<file path="src/rtl/brk_pkg.sv">
package brk_pkg;
  localparam int unsigned REG_AW = 4;
  localparam int unsigned COND_W = 9;

  localparam logic [REG_AW-1:0] OFS_A_ADDR  = 4'd0;
  localparam logic [REG_AW-1:0] OFS_A_MASK  = 4'd1;
  localparam logic [REG_AW-1:0] OFS_A_COND  = 4'd2;
  localparam logic [REG_AW-1:0] OFS_B_ADDR  = 4'd3;
  localparam logic [REG_AW-1:0] OFS_B_MASK  = 4'd4;
  localparam logic [REG_AW-1:0] OFS_B_COND  = 4'd5;
  localparam logic [REG_AW-1:0] OFS_B_DATA  = 4'd6;
  localparam logic [REG_AW-1:0] OFS_B_DMASK = 4'd7;
  localparam logic [REG_AW-1:0] OFS_CTRL    = 4'd8;
  localparam logic [REG_AW-1:0] OFS_CLR     = 4'd9;

  localparam int unsigned SEQ_BIT = 3;
  localparam int unsigned NCH     = 2;

  typedef struct packed {
    logic       dcmp;
    logic [1:0] bsel;
    logic [1:0] size;
    logic [1:0] dir;
    logic [1:0] kind;
  } cond_t;
endpackage

</file>
<file path="src/rtl/brk_regs.sv">
module brk_regs
  import brk_pkg::*;
#(
  parameter int unsigned AW = 32,
  parameter int unsigned DW = 32
) (
  input  logic                   clk,
  input  logic                   rst_n,
  input  logic                   wr_en,
  input  logic [REG_AW-1:0]      wr_addr,
  input  logic [31:0]            wr_data,
  output logic [NCH-1:0][AW-1:0] ch_addr,
  output logic [NCH-1:0][AW-1:0] ch_mask,
  output logic [NCH-1:0][COND_W-1:0] ch_cond,
  output logic [DW-1:0]          b_data,
  output logic [DW-1:0]          b_dmask,
  output logic                   seq_mode,
  output logic                   ctrl_wr,
  output logic                   clr_a,
  output logic                   clr_b
);
  logic [NCH-1:0][AW-1:0]     addr_q, addr_d;
  logic [NCH-1:0][AW-1:0]     mask_q, mask_d;
  logic [NCH-1:0][COND_W-1:0] cond_q, cond_d;
  logic [DW-1:0]              data_q, data_d, dmask_q, dmask_d;
  logic                       seq_q, seq_d;

  always_comb begin
    addr_d  = addr_q;
    mask_d  = mask_q;
    cond_d  = cond_q;
    data_d  = data_q;
    dmask_d = dmask_q;
    seq_d   = seq_q;
    if (wr_en) begin
      unique case (wr_addr)
        OFS_A_ADDR:  addr_d[0] = wr_data[AW-1:0];
        OFS_A_MASK:  mask_d[0] = wr_data[AW-1:0];
        OFS_A_COND:  cond_d[0] = wr_data[COND_W-1:0];
        OFS_B_ADDR:  addr_d[1] = wr_data[AW-1:0];
        OFS_B_MASK:  mask_d[1] = wr_data[AW-1:0];
        OFS_B_COND:  cond_d[1] = wr_data[COND_W-1:0];
        OFS_B_DATA:  data_d    = wr_data[DW-1:0];
        OFS_B_DMASK: dmask_d   = wr_data[DW-1:0];
        OFS_CTRL:    seq_d     = wr_data[SEQ_BIT];
        default: ;
      endcase
    end
  end

  always_ff @(posedge clk or negedge rst_n) begin
    if (!rst_n) begin
      addr_q  <= '0;
      mask_q  <= '0;
      cond_q  <= '0;
      data_q  <= '0;
      dmask_q <= '0;
      seq_q   <= 1'b0;
    end else if (wr_en) begin
      addr_q  <= addr_d;
      mask_q  <= mask_d;
      cond_q  <= cond_d;
      data_q  <= data_d;
      dmask_q <= dmask_d;
      seq_q   <= seq_d;
    end
  end

  assign ch_addr  = addr_q;
  assign ch_mask  = mask_q;
  assign ch_cond  = cond_q;
  assign b_data   = data_q;
  assign b_dmask  = dmask_q;
  assign seq_mode = seq_q;
  assign ctrl_wr  = wr_en && (wr_addr == OFS_CTRL);
  assign clr_a    = wr_en && (wr_addr == OFS_CLR) && wr_data[0];
  assign clr_b    = wr_en && (wr_addr == OFS_CLR) && wr_data[1];
endmodule

</file>
<file path="src/rtl/brk_chan.sv">
module brk_chan
  import brk_pkg::*;
#(
  parameter int unsigned AW       = 32,
  parameter int unsigned DW       = 32,
  parameter bit          HAS_DATA = 1'b0
) (
  input  logic              bus_valid,
  input  logic [AW-1:0]     bus_addr,
  input  logic [DW-1:0]     bus_data,
  input  logic              bus_fetch,
  input  logic              bus_write,
  input  logic [1:0]        bus_size,
  input  logic              bus_id,
  input  logic [AW-1:0]     cfg_addr,
  input  logic [AW-1:0]     cfg_mask,
  input  logic [COND_W-1:0] cfg_cond,
  input  logic [DW-1:0]     cfg_data,
  input  logic [DW-1:0]     cfg_dmask,
  output logic              hit
);
  cond_t c;
  logic  eff_write, kind_ok, dir_ok, size_ok, bus_ok, align_ok, addr_ok, data_ok;

  assign c = cond_t'(cfg_cond);

  always_comb begin
    eff_write = bus_write && !bus_fetch;
    kind_ok   = bus_fetch ? c.kind[0] : c.kind[1];
    dir_ok    = eff_write ? c.dir[1]  : c.dir[0];
    size_ok   = (c.size == 2'd0) || (c.size == bus_size);
    unique case (c.bsel)
      2'd1:    bus_ok = !bus_id;
      2'd2:    bus_ok = bus_id;
      default: bus_ok = 1'b1;
    endcase
    align_ok  = !(bus_fetch && bus_addr[0]);
    addr_ok   = ((bus_addr ^ cfg_addr) & ~cfg_mask) == '0;
  end

  generate
    if (HAS_DATA) begin : g_dcmp
      assign data_ok = !c.dcmp || (((bus_data ^ cfg_data) & ~cfg_dmask) == '0);
    end else begin : g_nodcmp
      logic unused_ok;
      assign unused_ok = c.dcmp ^ (^bus_data) ^ (^cfg_data) ^ (^cfg_dmask);
      assign data_ok   = unused_ok | 1'b1;
    end
  endgenerate

  assign hit = bus_valid && kind_ok && dir_ok && size_ok && bus_ok &&
               align_ok && addr_ok && data_ok;
endmodule

</file>
<file path="src/rtl/brk_seq.sv">
module brk_seq (
  input  logic clk,
  input  logic rst_n,
  input  logic hit_a,
  input  logic hit_b,
  input  logic seq_mode,
  input  logic ctrl_wr,
  input  logic clr_a,
  input  logic clr_b,
  output logic brk_req,
  output logic match_a,
  output logic match_b,
  output logic armed
);
  logic fire, brk_q, fa_q, fb_q, arm_q;
  logic brk_d, fa_d, fb_d, arm_d;

  always_comb begin
    fire  = seq_mode ? (hit_b && arm_q) : (hit_a || hit_b);
    brk_d = fire;
    fa_d  = hit_a || (fa_q && !clr_a);
    fb_d  = hit_b || (fb_q && !clr_b);
    if (!seq_mode || ctrl_wr || fire) arm_d = 1'b0;
    else if (hit_a)                    arm_d = 1'b1;
    else                               arm_d = arm_q;
  end

  always_ff @(posedge clk or negedge rst_n) begin
    if (!rst_n) begin
      brk_q <= 1'b0;
      fa_q  <= 1'b0;
      fb_q  <= 1'b0;
      arm_q <= 1'b0;
    end else begin
      brk_q <= brk_d;
      fa_q  <= fa_d;
      fb_q  <= fb_d;
      arm_q <= arm_d;
    end
  end

  assign brk_req = brk_q;
  assign match_a = fa_q;
  assign match_b = fb_q;
  assign armed   = arm_q;
endmodule

</file>
<file path="src/rtl/dual_brk_unit.sv">
module dual_brk_unit
  import brk_pkg::*;
#(
  parameter int unsigned AW = 32,
  parameter int unsigned DW = 32
) (
  input  logic              clk,
  input  logic              rst_n,
  input  logic              wr_en,
  input  logic [REG_AW-1:0] wr_addr,
  input  logic [31:0]       wr_data,
  input  logic              bus_valid,
  input  logic [AW-1:0]     bus_addr,
  input  logic [DW-1:0]     bus_data,
  input  logic              bus_fetch,
  input  logic              bus_write,
  input  logic [1:0]        bus_size,
  input  logic              bus_id,
  output logic              brk_req,
  output logic              match_a,
  output logic              match_b
);
  logic [1:0] rst_pipe;
  logic       rst_sync_n;

  always_ff @(posedge clk or negedge rst_n) begin
    if (!rst_n) rst_pipe <= 2'b00;
    else        rst_pipe <= {rst_pipe[0], 1'b1};
  end
  assign rst_sync_n = rst_pipe[1];

  logic [NCH-1:0][AW-1:0]     ch_addr, ch_mask;
  logic [NCH-1:0][COND_W-1:0] ch_cond;
  logic [DW-1:0]              b_data, b_dmask;
  logic                       seq_mode, ctrl_wr, clr_a, clr_b, armed;
  logic [NCH-1:0]             hit;

  brk_regs #(.AW(AW), .DW(DW)) u_regs (
    .clk(clk), .rst_n(rst_sync_n), .wr_en(wr_en), .wr_addr(wr_addr),
    .wr_data(wr_data), .ch_addr(ch_addr), .ch_mask(ch_mask),
    .ch_cond(ch_cond), .b_data(b_data), .b_dmask(b_dmask),
    .seq_mode(seq_mode), .ctrl_wr(ctrl_wr), .clr_a(clr_a), .clr_b(clr_b)
  );

  for (genvar ci = 0; ci < NCH; ci++) begin : g_ch
    brk_chan #(.AW(AW), .DW(DW), .HAS_DATA(ci == 1)) u_chan (
      .bus_valid(bus_valid), .bus_addr(bus_addr), .bus_data(bus_data),
      .bus_fetch(bus_fetch), .bus_write(bus_write), .bus_size(bus_size),
      .bus_id(bus_id), .cfg_addr(ch_addr[ci]), .cfg_mask(ch_mask[ci]),
      .cfg_cond(ch_cond[ci]), .cfg_data(b_data), .cfg_dmask(b_dmask),
      .hit(hit[ci])
    );
  end

  brk_seq u_seq (
    .clk(clk), .rst_n(rst_sync_n), .hit_a(hit[0]), .hit_b(hit[1]),
    .seq_mode(seq_mode), .ctrl_wr(ctrl_wr), .clr_a(clr_a), .clr_b(clr_b),
    .brk_req(brk_req), .match_a(match_a), .match_b(match_b), .armed(armed)
  );
endmodule

</file>
<file path="config.mk">
export PLATFORM = sky130hd
export DESIGN_NAME = dual_brk_unit
export DESIGN_NICKNAME = d
export VERILOG_FILES = /design/src/rtl/brk_pkg.sv /design/src/rtl/brk_regs.sv /design/src/rtl/brk_chan.sv /design/src/rtl/brk_seq.sv /design/src/rtl/dual_brk_unit.sv
export SDC_FILE = /design/constraint.sdc
export NUM_CORES = 1
export LEC_CHECK = 0
export BUFFER_PORTS_ARGS = -buffer_cell sky130_fd_sc_hd__buf_2
export CORE_MARGIN = 5
export CORE_UTILIZATION = 60
export CTS_BUF_LIST = sky130_fd_sc_hd__clkbuf_4
export DETAILED_ROUTE_END_ITERATION = 16
export GPL_ROUTABILITY_DRIVEN = 0
export PLACE_DENSITY = 0.87
export SYNTH_ARGS = -nofsm -noshare
export SYNTH_HDL_FRONTEND = slang
export SYNTH_SLANG_ARGS = --single-unit
</file>
<file path="constraint.sdc">
create_clock -name clk -period 9.3 [get_ports clk]
set_input_delay 1.395 -clock clk [delete_from_list [all_inputs] [get_ports clk]]
set_output_delay 1.395 -clock clk [all_outputs]
set_load 0.005 [all_outputs]
</file>
# Yosys cells after proc, flatten, opt, wreduce, memory -nomap -nowiden
# Cells that the tools add are included.
[word_totals]
output_inout_bits = 3
inputBits = 109
ff_bits = 216
wordCells = 100
[classes]
n_bitwise = 9
reduce_logical = 53
eq_ne = 15
muxes = 9
[ops]
columns = ["cell", "count"]
rows = [
  ["$and 32x32->32", 3],
  ["$logic_not 32->1", 3],
  ["$not 32->32", 3],
  ["$xor 32x32->32", 3],
  ["$logic_and 1x1->1", 22],
  ["$reduce_and 2->1", 9],
  ["$eq 4x3->1 const B", 4],
  ["$eq 4x2->1 const B", 2],
  ["$eq 4x4->1 const B", 2],
  ["$logic_or 1x1->1", 8],
  ["$logic_not 1->1", 7],
  ["$mux 1", 7],
  ["$eq 2x1->1 const B", 2],
  ["$eq 2x2->1", 2],
  ["$eq 2x2->1 const B", 2],
  ["$eq 4x1->1 const B", 1],
  ["$logic_not 2->1", 2],
  ["$logic_not 4->1", 1],
  ["$pmux 1 s2", 2],
  ["$reduce_bool 2->1", 1],
]

# Depth between registers and ports, before layout
# Gate-level depths: netlist (run 1).
[logic_depth]
ltp_word = 13
depth_mapped = 8
depth_no_buf = 8

# Modules after synthesis
# From an unflattened synthesis (run 1), not the netlist that was laid out.
[hier_totals]
cells_unflattened = 682
hier_area_um2 = 9801.9
[modules_own_cells]
columns = ["module", "seq_area_each_um2", "cells_per_inst", "instances", "area_each_um2"]
rows = [
  ["brk_regs", 5280.1, 462, 1, 8084.0],
  ["brk_chan at g_ch[1].u_chan", 0.0, 127, 1, 964.7],
  ["brk_chan at g_ch[0].u_chan", 0.0, 77, 1, 545.5],
  ["brk_seq", 100.1, 13, 1, 153.9],
  ["dual_brk_unit", 50.0, 3, 1, 53.8],
]

# Worst setup path after synthesis (run 1)
# Ideal clock, no wire load.
[synth_path]
kind = "input -> register"
start = "input wr_addr[1]"
end = "register u_regs.mask_q, in the netlist u_regs.ch_mask[10]"
setup_slack_ns = 6.563
n_path_buf = 3
cell_stages = 6
arrival_time_ns = 2.612
t_required_ns = 9.175
setup_time_ns = 0.125
path_cell_list = "clkbuf_1 -> nand2b_1 -> nand2b_1 -> clkbuf_1 -> buf_2 -> mux2_2"
[synth_between]
elab_chain_cells = 2
[synth_rtl]
columns = ["element", "line_no", "rtl"]
rows = [
  ["start: declaration", "dual_brk_unit.sv:10", "input logic [REG_AW-1:0] wr_addr,"],
  ["$eq 4x1->1", "brk_regs.sv:36", "unique case (wr_addr)"],
  ["$reduce_and 2->1 (no line)", "-", ""],
  ["end signal: assignment", "brk_regs.sv:61", "mask_q <= mask_d;"],
  ["end: declaration", "brk_regs.sv:23", "logic [NCH-1:0][AW-1:0] mask_q, mask_d;"],
]
# Every way passes these cells.
# A chain may end at the register's enable or synchronous reset.

# Worst setup path in the final report (run 1)
[layout_path]
start = "input bus_data[3]"
end = "register u_seq.brk_q (netlist: u_seq.brk_req)"
[layout_between]
elab_chain_cells = 7
elab_cells_between_ends = 8
classes_between = "1 x mux; 2 x bitwise; 5 x reduce/logical"
[layout_rtl]
columns = ["element", "line_no", "rtl"]
rows = [
  ["start: declaration", "dual_brk_unit.sv:14", "input logic [DW-1:0] bus_data,"],
  ["$xor 32x32->32 (*)", "brk_chan.sv:43", "assign data_ok = !c.dcmp || (((bus_data ^ cfg_data) & ~cfg_dmask) == '0);"],
  ["$and 32x32->32 (*)", "brk_chan.sv:43", ""],
  ["$logic_not 32->1 (*)", "brk_chan.sv:43", ""],
  ["$logic_or 1x1->1 (*)", "brk_chan.sv:43", ""],
  ["$logic_and 1x1->1 (*)", "brk_chan.sv:52", "align_ok && addr_ok && data_ok;"],
  ["$logic_or 1x1->1 / $logic_and 1x1->1 (equally long branches)", "brk_seq.sv:19", "fire = seq_mode ? (hit_b && arm_q) : (hit_a || hit_b);"],
  ["$mux 1 (*)", "brk_seq.sv:19", ""],
  ["via u_seq.brk_d", "brk_seq.sv:16", "logic brk_d, fa_d, fb_d, arm_d;"],
  ["end signal: assignment", "brk_seq.sv:35", "brk_q <= brk_d;"],
  ["end: declaration", "brk_seq.sv:15", "logic fire, brk_q, fa_q, fb_q, arm_q;"],
]
# Mark *: on every way through the listed nets, which the timed path passes. The rest lies on a longest branch.

==> results by stage, run 1 <==
Global route:
- The via count of the first global-routing pass is 6,850.
- The number of antenna violations at the first check in global routing is 1.
- Global routing finished with a remaining overflow of 0.
- The first-pass GRT wire length is 35,900 um.
- The pin count of the biggest net entering global routing is 81.
- Across every metal layer, demand over resource in global routing totals 25.2%.

Clock network:
- Counting every sink on the clock net gives 216.
- The number of buffers created by CTS is 53.
- Buffers added to address setup during post-CTS repair amount to 0.
- The maximum buffer depth of the clock tree is 3.
- The clock reaches the later pin of the worst-skew pair after 0.64 ns.
- The number of gates resized after CTS was 0.
- TritonCTS built the clock tree.
- After clock tree synthesis, the clock-pin slew on the worst setup and hold paths is 0.06 ns.
- The clock tree root buffer cell is sky130_fd_sc_hd__clkbuf_4.
- Hold repair after CTS inserted 0 buffers.
- The H-tree generated during clock tree synthesis spans 2 levels.

Timing:
- The share of the clock period used by the worst path after layout is 29.7%.
- The max-slew violation total from the final report came to 0.
- Subtracting the final worst setup slack from the clock period gives 2.76 ns.
- Setup repair after global routing left no endpoint under its margin.
- The setup clock skew after layout is 0.0231 ns.
- The total negative slack is 0 ns.
- In this run the tightest slew margin relative to its limit is 35.0%.
- The count of final hold-check violations is 0.
- At the pin with the least slew margin, the transition time is 0.975 ns.
- The final-report setup violation count is 0.
- Derived from the worst setup path, the maximum achievable clock frequency is 0.362 GHz.
- The tightest hold path in the finished design has a slack of 0.353 ns.

Routing:
- The number of DRC markers in iteration 0 is 313.
- The routed wire length is 22,200 um.
- The detailed-routing iteration count for the pre-antenna-repair pass is 4.
- After detailed routing, the number of vias per cell comes to 5.67.
- The post-route DRC violation count is 0.
- The count of nets left with antenna violations once routing finished came out at 0.
- The detailed router placed 6,131 vias in this run.
- Dividing the detail-routed wire length by the instance count gives 20.5 um.

Floorplanning:
- The width of the die is 136 um.
- The number of top-level pins is 112.
- The number of standard-cell rows in the floorplan is 46.
- The initial cell density of the core is 60.7%.
- The total area inside the core boundary comes to 0.0158 mm2.
- The floorplan step set the die height to 136 um.
- The floorplan step defined a die boundary enclosing 0.0186 mm2.

Power and ir drop:
- The worst ir drop on vdd is 0.145 mV.
- The standby leakage power is 4.85 nW.
- The post-route total power is 2.54 mW.
- In this run the power density over the cells is 232 mW/mm2.

Layout:
- The share of layout cells above drive strength 1 is 45.2%.
- The total of fill cells in the finished design is 1,122.
- The library cell used most frequently in the layout, excluding fill and tap cells, is sky130_fd_sc_hd__dfrtp_1.
- For this run, the post-layout net count is 947.
- The top cell types in the final layout, fill and taps aside, are sky130_fd_sc_hd__dfrtp_1, sky130_fd_sc_hd__mux2_2, sky130_fd_sc_hd__buf_2.
- From synthesis to final layout, the design area changed by 14.7%.

Placement:
- Detailed placement finished with a half-perimeter wire length of 16,200 um.
- The number of buffer cells added on primary ports is 111.

Yosys:
- The library cell with the largest summed area after synthesis is sky130_fd_sc_hd__dfrtp_1.
- After synthesis, the cell types taking the most area are sky130_fd_sc_hd__dfrtp_1, sky130_fd_sc_hd__mux2_2, sky130_fd_sc_hd__xnor2_1.
- The synthesized design contains 216 register bits.
- The average instance in the mapped netlist occupies 14.0 um2.
- In this run the cell area of the synthesized design comes to 0.00957 mm2.
- Among all flip-flop cells after synthesis, the most frequent one is sky130_fd_sc_hd__dfrtp_1.
- The share of synthesized flip-flops with an asynchronous set or reset is 100%.
- The number of distinct library cells after synthesis is 37.
- The number of flops mapped to enable cells by yosys is 0.
- When the netlist entered floorplanning its net count stood at 797.
- After synthesis, flip-flops and latches occupy 56.5% of the total area.
- The number of cells produced by synthesis is 684.
- The synthesis warning total is 0.
- The synthesized design devotes to its leading area cell type 56.5% of total area.

Setup path:
- The kind of end point of the critical path is a flop.
- The kind of cell adding the most delay to the critical path is simple AND/OR/NAND/NOR gates.
- The largest stage delay on the critical path is 0.54 ns.
- The critical path crosses 7 cells after its start point.
- In this run the worst path has a maximum fanout of 2.
- For the worst flop-to-flop path, the logic depth is 2.
- Among all stages on the critical path, the largest delay is contributed by sky130_fd_sc_hd__nor4_2.
- The critical setup path kind is input port to flop.
- The data arrival time of the worst path is 3.32 ns.
- STA puts the critical path data required time at 9.86 ns.
- The count of buffer and inverter cells on the critical path is 1.
- The worst setup path is launched from an input port.
- The signal on the critical path passes through buf_2, xnor2_1, o22ai_1, nor4_2, nand4_1, a2111o_1, a2bb2oi_2.

Worst hold path:
- The worst hold path passes through 0 cells.
- The classification of the worst-slack hold path is flop to flop.

Outcome:
- The flow ran to the end, and the final reports show no timing, DRC or antenna violations.

Run:
- The number of maximum-capacitance violations is 0.
==> worst register-to-register path: stages (launching register included) <==
cell                      delay (ns)
sky130_fd_sc_hd__dfrtp_4        0.92
sky130_fd_sc_hd__buf_4          0.89
sky130_fd_sc_hd__buf_4          0.86
==> final cells by class <==
cell class	count	area [um2]	area share [%]
Tap cell	216	270	2.46
Clock buffer	73	548	4.99
Multi-Input combinational cell	434	4020	36.6
Inverter	10	37.5	0.342
Clock inverter	13	75.1	0.684
Timing Repair Buffer	119	616	5.61
Sequential cell	216	5410	49.3
Antenna cell	1	2.50	0.0228
==> state kept, by name, summed over array words and instances (netlist names) <==
signal,cells
u_regs.seq_mode,1
u_regs.ch_cond,17
u_seq.armed,1
u_regs.ch_addr,64
u_regs.b_data,32
u_seq.match_a,1
rst_pipe,2
u_regs.b_dmask,32
u_seq.brk_req,1
u_regs.ch_mask,64
u_seq.match_b,1
==> power breakdown <==
part / switching, mW / total, mW / internal [mW]
Combinational: 0.216 / 0.510 / 0.294
Clock: 0.357 / 0.743 / 0.386
Sequential: 0.137 / 1.29 / 1.15
==> cells in the mapped netlist, types with 2 or more instances <==
cell type and number:
sky130_fd_sc_hd__dfrtp_1 216, sky130_fd_sc_hd__mux2_2 189, sky130_fd_sc_hd__xnor2_1 96, sky130_fd_sc_hd__o22ai_1 45, sky130_fd_sc_hd__buf_2 16, sky130_fd_sc_hd__mux2_1 16
sky130_fd_sc_hd__nand2_1 15, sky130_fd_sc_hd__nor2_1 12, sky130_fd_sc_hd__inv_1 10, sky130_fd_sc_hd__o21ai_0 10, sky130_fd_sc_hd__clkbuf_1 5, sky130_fd_sc_hd__nor4_1 5
sky130_fd_sc_hd__ha_1 4, sky130_fd_sc_hd__nand2b_1 4, sky130_fd_sc_hd__nor3_1 4, sky130_fd_sc_hd__nor4_2 4, sky130_fd_sc_hd__a21oi_1 3, sky130_fd_sc_hd__buf_4 3
sky130_fd_sc_hd__nand3b_1 3, sky130_fd_sc_hd__nand4_1 3, sky130_fd_sc_hd__nor2b_1 3, sky130_fd_sc_hd__a2111o_1 2, sky130_fd_sc_hd__a211oi_1 2
==> final timing paths <==
path                                   from                 end  slack [ns]
worst min-delay path            rst_pipe[0]         rst_pipe[1]        0.35
worst min register to register  rst_pipe[0]         rst_pipe[1]        0.35
max in group asynchronous       rst_pipe[1]  u_regs.ch_addr[18]        6.56
min in group asynchronous       rst_pipe[1]   u_regs.b_dmask[8]        0.41
worst max-delay path            bus_data[3]       u_seq.brk_req        6.54
worst max register to register  rst_pipe[1]  u_regs.ch_addr[18]        6.56
==> layer usage <==
| metal | up-vias | routed length [um] | track usage, % |
|---|---|---|---|
| li1 | 2772 | - | - |
| met1 | 3109 | 8750 | 31.7 |
| met2 | 207 | 11300 | 42.0 |
| met3 | 43 | 1490 | 6.66 |
| met4 | 0 | 665 | 9.85 |
| met5 | - | 0 | 0 |
==> kinds of logic after synthesis <==
kind of cell,after synthesis,share of synthesized area [%]
flip-flops,216,56.5
multiplexers,206,24.2
XOR/XNOR,96,8.78
AO/OA/AOI/OAI,68,4.81
AND/OR/NAND/NOR,59,3.50
buffers and inverters,34,1.66
adder cells (fa/ha/maj),4,0.523
other,1,0.0392
==> per-stage QoR <==
stage               util (%)  instances  worst slack [ns]  instance area (um2)
global placement        65.6        995              6.02                10300
floorplan                  -        684              2.84                 9570
global route            69.6       1082              6.03                11000
CTS                     69.6       1081              6.40                11000
finish                  69.6       1082              6.54                11000
detailed placement      65.6        995              5.93                10300
Power figures use the tool's default switching activity.
==> inputs of run 2 (changes only) <==
--- a/config.mk
+++ b/config.mk
@@ -7,11 +7,11 @@
 export LEC_CHECK = 0
 export BUFFER_PORTS_ARGS = -buffer_cell sky130_fd_sc_hd__buf_2
 export CORE_MARGIN = 5
-export CORE_UTILIZATION = 60
+export CORE_UTILIZATION = 55
 export CTS_BUF_LIST = sky130_fd_sc_hd__clkbuf_4
 export DETAILED_ROUTE_END_ITERATION = 16
 export GPL_ROUTABILITY_DRIVEN = 0
-export PLACE_DENSITY = 0.87
+export PLACE_DENSITY = 0.84
 export SYNTH_ARGS = -nofsm -noshare
 export SYNTH_HDL_FRONTEND = slang
 export SYNTH_SLANG_ARGS = --single-unit
==> constraint.sdc (replaced) <==
create_clock -name clk -period 2.2 [get_ports clk]
set_input_delay 0.33 -clock clk [delete_from_list [all_inputs] [get_ports clk]]
set_output_delay 0.33 -clock clk [all_outputs]
set_load 0.005 [all_outputs]
==> run 2 against run 1 <==
Compared with the run above: design area rose by 5.0%; sequential share of layout area fell by 2.3 points; flip-flop and latch count did not move; register-to-register slack got worse by 6.4 ns; die area rose by 8.4%; first-iteration DRC count rose by 18%.
==> results by stage, run 2 (synthesis gave the netlist of run 1 again) <==
Setup path:
- Traced cell by cell, the critical path runs through xnor2_1, o22ai_1, nor4_2, nand4_1, a2111o_1, a2bb2oi_2.
- The largest stage delay on the critical path was 0.51 ns (-0.03 ns).
- The largest fanout of any net on the critical path came to 2 (unchanged).
- The worst reg2reg path depth came to 6 (+4).
- The startpoint of the worst-slack reg-to-reg timing path is u_regs.b_data[22].
- In this run the worst setup path begins at u_regs.b_data[22].
- The data arrival time of the worst path is 2.66 ns (-0.66 ns).
- The worst setup path is launched from a flop.
- Following the worst setup path forward leads to its endpoint at u_seq.brk_req.
- The reg-to-reg setup timing slack came to 0.12 ns (-6.44 ns).
- The kind of end point of the critical path is a flop.
- The standard cell with the maximum stage delay on the critical path is sky130_fd_sc_hd__a2111o_1.
- The required time of the critical path is 2.78 ns (-7.08 ns).
- The worst setup path is of the flop to flop kind.
- The worst flop-to-flop path endpoint is u_seq.brk_req.

Power and ir drop:
- The standby leakage power is 5.11 nW (+5.4%).
- The power density of the placed cells is 980 mW/mm2 (+320%).
- The worst ir drop on vdd is 0.517 mV (+260%).
- The post-route total power was 11.3 mW (+340%).

Timing:
- The setup clock skew after layout came to 0.0270 ns (+0.00395 ns).
- The max-slew violation total from the final report is 0 (unchanged).
- The worst max-slew margin expressed relative to the limit is 65.5% (+30 points).
- The smallest clock period supported by the final layout is computed as 2.08 ns.
- The maximum operating frequency is 0.481 GHz.
- The total negative slack is 0 ns (unchanged).
- Setup repair after global routing left no endpoint under its margin.
- The final-report setup violation count was 0 (unchanged).
- The share of the clock period used by the worst path after layout is 94.4%.
- The count of final hold-check violations is 0 (unchanged).
- The transition time of the tightest slew-check pin came to 0.517 ns (-0.457 ns).

Clock network:
- The TritonCTS clock tree is yes.
- The number of resized instances in the post-cts repair step came to 0 (unchanged).
- The maximum buffer depth of the clock tree is 3 (unchanged).
- The H-tree depth was 2 (unchanged).
- The total clock sinks is 216 (unchanged).
- The clock insertion delay at the later pin of the skew report is 0.67 ns (+0.03 ns).
- The number of buffers created by CTS is 56 (+5.7%).
- The number of setup buffers added after CTS is 0 (unchanged).
- The root buffer cell chosen for the clock tree is sky130_fd_sc_hd__clkbuf_4.
- The clock transition at the registers of the reported paths came to 0.06 ns (about the same).

Routing:
- The via count of the routed design is 6,125 (-0.098%).
- The routed wire length was 21,800 um (-1.8%).
- The detailed-routing iteration count for the pre-antenna-repair pass is 4 (unchanged).
- The antenna violation net count after detailed routing is 0 (unchanged).
- The average vias per placed instance was 5.36 (-5.4%).
- The number of DRC markers in iteration 0 is 370 (+18%).
- The post-detailed-route wirelength per cell is 19.1 um (-7.0%).
- The post-route DRC violation count is 0 (unchanged).

Floorplanning:
- The vertical die dimension is 142 um (+4.1%).
- The number of standard-cell rows in the floorplan was 48 (+4.3%).
- The area of the die is 0.0201 mm2 (+8.4%).
- The number of top-level pins is 112 (unchanged).
- The width of the die was 142 um (+4.1%).
- The initial cell density of the core came to 55.7% (-5.0 points).
- The core outline area is 0.0172 mm2 (+8.9%).

Global route:
- The first-pass GRT wire length is 35,500 um (-1.2%).
- The global router's overall resource usage came to 22.5% (-2.7 points).
- The number of antenna violations at the first check in global routing came to 2 (+1).
- The pin count of the biggest net entering global routing is 75 (-7.4%).
- In this run the most used layer during global routing was met2.
- The met2 track demand over resource in global routing came to 35.8% (-6.1 points).
- The total global routing overflow is 0 (unchanged).
- The met3 usage is 4.64% (-2.0 points).
- The via count of the first global-routing pass is 6,735 (-1.7%).
- The global routing usage on met1 was 31.0% (-0.67 points).

Layout:
- The final-stage net count was 987 (+4.2%).
- The total of fill cells in the finished design was 1,265 (+13%).
- The final non-filler cell total is 1,143 (+5.6%).
- The share of layout cells above drive strength 1 is 45.6% (+0.43 points).
- The area growth from synthesis to layout is 20.3%.
- The utilization after layout was 67.1% (-2.5 points).
- The library cell used most frequently in the layout, excluding fill and tap cells, is sky130_fd_sc_hd__dfrtp_1.
- In the layout the commonest cells are sky130_fd_sc_hd__dfrtp_1, sky130_fd_sc_hd__mux2_2, sky130_fd_sc_hd__buf_2.

Worst hold path:
- The path class of the tightest hold or removal check is input port to flop.

Run:
- The number of maximum-capacitance violations was 0 (unchanged).

Placement:
- The detailed placer's ending HPWL was 15,500 um (-4.3%).
- The number of buffer cells added on primary ports is 111 (unchanged).
- The number of placed instances with taps included is 1,013 (+1.8%).

Outcome:
- The run finished with clean final reports.
-- run 2: cell count changes in the layout (fill, tap and decap cells not counted), moves of 3 or more --
| cell | previous run | this run |
|---|---|---|
| sky130_fd_sc_hd__buf_12 | 0 | 3 |
| sky130_fd_sc_hd__clkbuf_4 | 73 | 89 |
| sky130_fd_sc_hd__buf_4 | 8 | 14 |
| sky130_fd_sc_hd__dlygate4sd3_1 | 0 | 28 |
| sky130_fd_sc_hd__clkinv_1 | 12 | 8 |
-- run 2: power by group --
group          total, mW  internal, mW  leakage (nW)  switching [mW]
logic               2.23          1.29          2.00           0.939
clock network       3.64          2.06         0.454            1.59
registers           5.42          4.87          2.66           0.544
-- run 2: repair_timing --
| action | 4_1_cts | 5_1_grt |
|---|---|---|
| setup endpoints to repair | 0 | 2 |
| hold endpoints to repair | 137 | 0 |
| hold buffers | 28 | 0 |
-- run 2: worst min-delay path by stage --
stage | startpoint | to | slack (ns) | cells after the start
after floorplan | rst_n | rst_pipe[0] | 0.03 | 0
after global placement | rst_n | rst_pipe[0] | 0.12 | 1
after detailed placement | rst_n | rst_pipe[0] | 0.12 | 1
after CTS | wr_data[26] | u_regs.ch_mask[26] | 0.002 | 2
after global routing | wr_data[5] | u_regs.b_data[5] | 0.003 | 2
final | wr_data[7] | u_regs.ch_cond[16] | 0.03 | 3
-- run 2: final cells by class --
| type | instances | area, um2 | area share, % |
|---|---|---|---|
| multi-input combinational | 434 | 4020 | 34.9 |
| clock buffer | 89 | 668 | 5.80 |
| clock inverter | 11 | 95.1 | 0.825 |
| antenna | 2 | 5.00 | 0.0434 |
| timing repair buffer | 156 | 1000 | 8.69 |
| tap | 225 | 282 | 2.44 |
| sequential | 216 | 5410 | 47.0 |
| inverter | 10 | 37.5 | 0.326 |
-- run 2: worst max-delay path, delay by kind of cell, from the launching register on --
family,cells,cell delay (ns)
AO/OA/AOI/OAI,3,0.74
AND/OR/NAND/NOR,2,0.71
flip-flops,1,0.38
XOR/XNOR,1,0.18
-- run 2: per-layer routing --
metal  wire (um)  vias to the layer above
li1            -                     2853
met1        9490                     3075
met2       10600                      160
met3        1280                       37
met4         478                        0
met5           0                        -
-- run 2: stage by stage --
stage / cell area [um2] / setup WS (ns) / hold slack, ns
2_1_floorplan: 9580 / 0.00780 / 0.0344
3_3_place_gp: 10500 / 0.0614 / 0.117
3_5_place_dp: 10500 / 0.0343 / 0.116
4_1_cts: 11500 / 0.0338 / 0.00203
5_1_grt: 11500 / 0.0661 / 0.00326
6_report: 11500 / 0.122 / 0.0261
==> inputs of run 3 (changes only) <==
--- a/config.mk
+++ b/config.mk
@@ -5,13 +5,14 @@
 export SDC_FILE = /design/constraint.sdc
 export NUM_CORES = 1
 export LEC_CHECK = 0
+export ABC_AREA = 1
 export BUFFER_PORTS_ARGS = -buffer_cell sky130_fd_sc_hd__buf_2
 export CORE_MARGIN = 5
 export CORE_UTILIZATION = 55
 export CTS_BUF_LIST = sky130_fd_sc_hd__clkbuf_4
 export DETAILED_ROUTE_END_ITERATION = 16
 export GPL_ROUTABILITY_DRIVEN = 0
-export PLACE_DENSITY = 0.84
+export PLACE_DENSITY = 0.83
 export SYNTH_ARGS = -nofsm -noshare
 export SYNTH_HDL_FRONTEND = slang
 export SYNTH_SLANG_ARGS = --single-unit
==> run 3 against run 2 <==
Compared with the run above: die area up 6.8%; register-to-register slack better by 0.44 ns; non-clock buffer count down 1; sequential share of layout area down 2.3 points; clock-buffer cell count down 11; critical path depth up 3; synthesized area up 7.3%; design area up 5.2%; synthesized cell count up 98%; critical path type unchanged; largest cell class unchanged; highest routed layer is now met5.
==> results by stage, run 3 <==
Setup path:
- The largest individual stage delay along the critical path comes from the cell sky130_fd_sc_hd__dfrtp_1.
- The kind of cell adding the most delay to the critical path is simple AND/OR/NAND/NOR gates.
- The largest fanout of any net on the critical path is 3 (+1).
- The kind of end point of the critical path is a flop.
- The cell with the most instances on the worst path is sky130_fd_sc_hd__nand2_1.
- The required time of the critical path was 2.75 ns (-0.03 ns).
- The worst setup path is of the flop to flop kind.
- The count of buffer and inverter cells on the critical path is 0 (unchanged).
- Traced cell by cell, the critical path runs through o21ai_0, nand2_1, nor2_1, nand2_1, nor2_1, nand3_1, nand2_1, nand2_1, nor2_1.
- The largest stage delay on the critical path was 0.40 ns (-0.11 ns).
- The launching element type of the critical path is a flop.
- The data arrival time of the worst path is 2.19 ns (-0.47 ns).

Clock network:
- The number of setup buffers added after CTS is 0 (unchanged).
- The H-tree depth came to 2 (unchanged).
- The maximum buffer depth of the clock tree is 3 (unchanged).
- The cts-stage hold buffer count was 32 (+14%).
- The TritonCTS clock tree is yes.
- The clock transition at the registers of the reported paths is 0.06 ns (about the same).
- The tree is rooted in a sky130_fd_sc_hd__clkbuf_4.
- The number of resized instances in the post-cts repair step is 0 (unchanged).
- The clock insertion delay at the later pin of the skew report was 0.66 ns (about the same).
- The number of buffers created by CTS is 55 (-1.8%).
- The total clock sinks is 216 (unchanged).

Routing:
- The routed wire length is 26,900 um (+23%).
- The detailed-routing iteration count for the pre-antenna-repair pass is 6 (+2).
- The post-route DRC violation count came to 0 (unchanged).
- The antenna violation net count after detailed routing is 0 (unchanged).
- The via count of the routed design is 9,409 (+54%).
- The average vias per placed instance is 5.22 (-2.7%).
- The post-detailed-route wirelength per cell is 14.9 um (-22%).
- The number of DRC markers in iteration 0 is 737 (+99%).

Run:
- The number of maximum-capacitance violations came to 0 (unchanged).

Global route:
- The number of antenna violations at the first check in global routing is 2 (unchanged).
- The total global routing overflow is 0 (unchanged).
- The first-pass GRT wire length was 44,500 um (+25%).
- The via count of the first global-routing pass is 9,157 (+36%).
- The global router's overall resource usage is 25.4% (+2.9 points).
- The pin count of the biggest net entering global routing is 81 (+8.0%).

Floorplanning:
- The number of top-level pins came to 112 (unchanged).
- The width of the die is 147 um (+3.3%).
- The number of standard-cell rows in the floorplan is 50 (+4.2%).
- The core outline area is 0.0185 mm2 (+7.8%).
- The area of the die is 0.0215 mm2 (+6.8%).
- The initial cell density of the core is 55.5% (-0.25 points).
- The vertical die dimension is 147 um (+3.3%).

Placement:
- The placed cell area came to 0.0111 mm2 (+6.4%).
- The number of buffer cells added on primary ports is 111 (unchanged).
- The detailed placer's ending HPWL is 19,400 um (+25%).
- The number of placed instances with taps included is 1,674 (+65%).

Layout:
- The library cells used most frequently in the layout, excluding fill and tap cells, are sky130_fd_sc_hd__nand2_1, sky130_fd_sc_hd__dfrtp_1, sky130_fd_sc_hd__inv_1.
- The cell area after layout was 0.0121 mm2 (+5.2%).
- The final-stage net count is 1,642 (+66%).
- From synthesis to final layout, the design area changed by 18.0%.
- Leaving out fill and tap cells, the most frequent cell in the layout is sky130_fd_sc_hd__nand2_1.
- The final non-filler cell total is 1,804 (+58%).
- The total of fill cells in the finished design is 1,493 (+18%).
- The share of layout cells above drive strength 1 is 14.0% (-32 points).

Yosys:
- The number of cells produced by synthesis came to 1,356 (+98%).
- The mapped cell area is 0.0103 mm2 (+7.3%).
- After synthesis, the cell types taking the most area are sky130_fd_sc_hd__dfrtp_1, sky130_fd_sc_hd__nand2_1, sky130_fd_sc_hd__o21ai_0.
- By count the netlist is led by sky130_fd_sc_hd__nand2_1, sky130_fd_sc_hd__dfrtp_1, sky130_fd_sc_hd__inv_1, sky130_fd_sc_hd__o21ai_0, sky130_fd_sc_hd__nor2_1.
- The mean cell area of the mapped netlist is 7.58 um2 (-46%).
- The sequential area share after synthesis came to 52.6% (-3.9 points).
- The share of synthesized flip-flops with an asynchronous set or reset is 100% (unchanged).
- The number of flops mapped to enable cells by yosys is 0 (unchanged).
- The most frequent cell after synthesis is sky130_fd_sc_hd__nand2_1.
- The synthesized net count came to 1,469 (+84%).
- The most used flip-flop cell after synthesis is sky130_fd_sc_hd__dfrtp_1.
- The number of distinct library cells after synthesis is 24 (-35%).
- The synthesis warning total is 0 (unchanged).
- The library cell with the largest summed area after synthesis is sky130_fd_sc_hd__dfrtp_1.
- The number of register bits inferred by synthesis is 216 (unchanged).
- The fraction of synthesized cell area taken by the top area cell type is 52.6% (-3.9 points).

Timing:
- The transition time of the tightest slew-check pin came to 0.645 ns (+0.127 ns).
- The final critical path time including I/O delays and setup came to 1.64 ns (-0.439 ns).
- The count of final hold-check violations is 0 (unchanged).
- The maximum operating frequency was 0.610 GHz (+27%).
- The final-report setup violation count came to 0 (unchanged).
- The total negative slack is 0 ns (unchanged).
- The worst max-slew margin expressed relative to the limit is 57.0% (-8.5 points).
- The share of the clock period used by the worst path after layout is 74.5% (-20 points).
- The max-slew violation total from the final report was 0 (unchanged).
- Setup repair after global routing left no endpoint under its margin.
- The setup clock skew after layout was 0.0407 ns (+0.0137 ns).

Outcome:
- The run finished with clean final reports.

Power and ir drop:
- The worst ir drop on vdd is 0.585 mV (+13%).
- The power density of the placed cells is 894 mW/mm2 (-8.8%).
- The standby leakage power came to 6.37 nW (+25%).

Worst hold path:
- The classification of the worst-slack hold path is input port to flop.
## run 3: cell count changes after synthesis, sizes merged, moves of 40 or more
cell / change
nand2: +446
o21ai: +212
mux2: -205
inv: +162
nor2: +111
xnor2: -95
o22ai: -45
nand3: +40
## run 3: kinds of logic (layout without fill, tap and decap cells)
group | Yosys count | count (layout) | synth area share (%)
buffers and inverters | 211 | 424 | 7.87
adders and majority gates | 4 | 4 | 0.487
AOI/OAI and AO/OA | 252 | 252 | 12.3
xor gates and xnor gates | 3 | 3 | 0.256
and+or+nand+nor | 669 | 669 | 26.4
DFF | 216 | 216 | 52.6
other | 1 | 2 | 0.0365
## run 3: layout make-up
class | instances | area (um2) | area share, %
flip-flops and latches | 216 | 5410 | 44.6
multi-input cells | 929 | 4070 | 33.6
repair buffers | 155 | 1040 | 8.59
inverters | 172 | 646 | 5.33
clock buffers | 78 | 586 | 4.83
well taps | 234 | 293 | 2.42
clock inverters | 19 | 71.3 | 0.589
diodes | 1 | 2.50 | 0.0207
## run 3: path summary, 6_finish.rpt
check / startpoint / end / slack [ns] / depth (start not counted)
worst min-delay path: wr_data[29] / u_regs.b_dmask[29] / 0.06 / 3
max in group asynchronous: rst_pipe[1] / u_seq.brk_req / 1.40 / 1
min in group asynchronous: rst_pipe[1] / u_regs.b_data[17] / 0.14 / 0
worst min register to register: rst_pipe[1] / u_regs.b_data[17] / 0.14 / 0
worst max register to register: u_regs.ch_addr[16] / u_seq.armed / 0.56 / 9
worst max-delay path: u_regs.ch_addr[16] / u_seq.armed / 0.56 / 9
## run 3: worst min-delay path, stage by stage
cell and delay, ns:
sky130_fd_sc_hd__buf_2 0.08, sky130_fd_sc_hd__inv_1 0.09, sky130_fd_sc_hd__a21oi_1 0.13
## run 3: power by group
part           switching (mW)  leakage (nW)  internal [mW]
Sequential              0.476          2.69           4.80
Clock                    1.58         0.389           1.62
Combinational            1.44          3.29          0.911
Total                    3.50          6.37           7.34
## run 3: stage by stage
| step | power (mW) | setup WS, ns | util (%) | hold slack, ns |
|---|---|---|---|---|
| global route | 11.6 | 0.350 | 65.4 | 0.0313 |
| global placement | 7.50 | 0.414 | 60.1 | 0.117 |
| CTS | 10.9 | 0.593 | 65.4 | 0.00789 |
| finish | 10.8 | 0.561 | 65.4 | 0.0595 |
| detailed placement | 7.62 | 0.389 | 60.1 | 0.118 |
| floorplan | 6.83 | 0.00780 | - | 0.0344 |
## run 3: metal layers
metal,track usage [%],up-vias,share of wire (%),wire [um]
li1,-,4639,-,-
met1,33.3,4315,41,11200
met2,41.3,380,47,12600
met3,5.87,73,8.3,2240
met4,9.60,2,3.4,905
met5,0,-,0.026,7
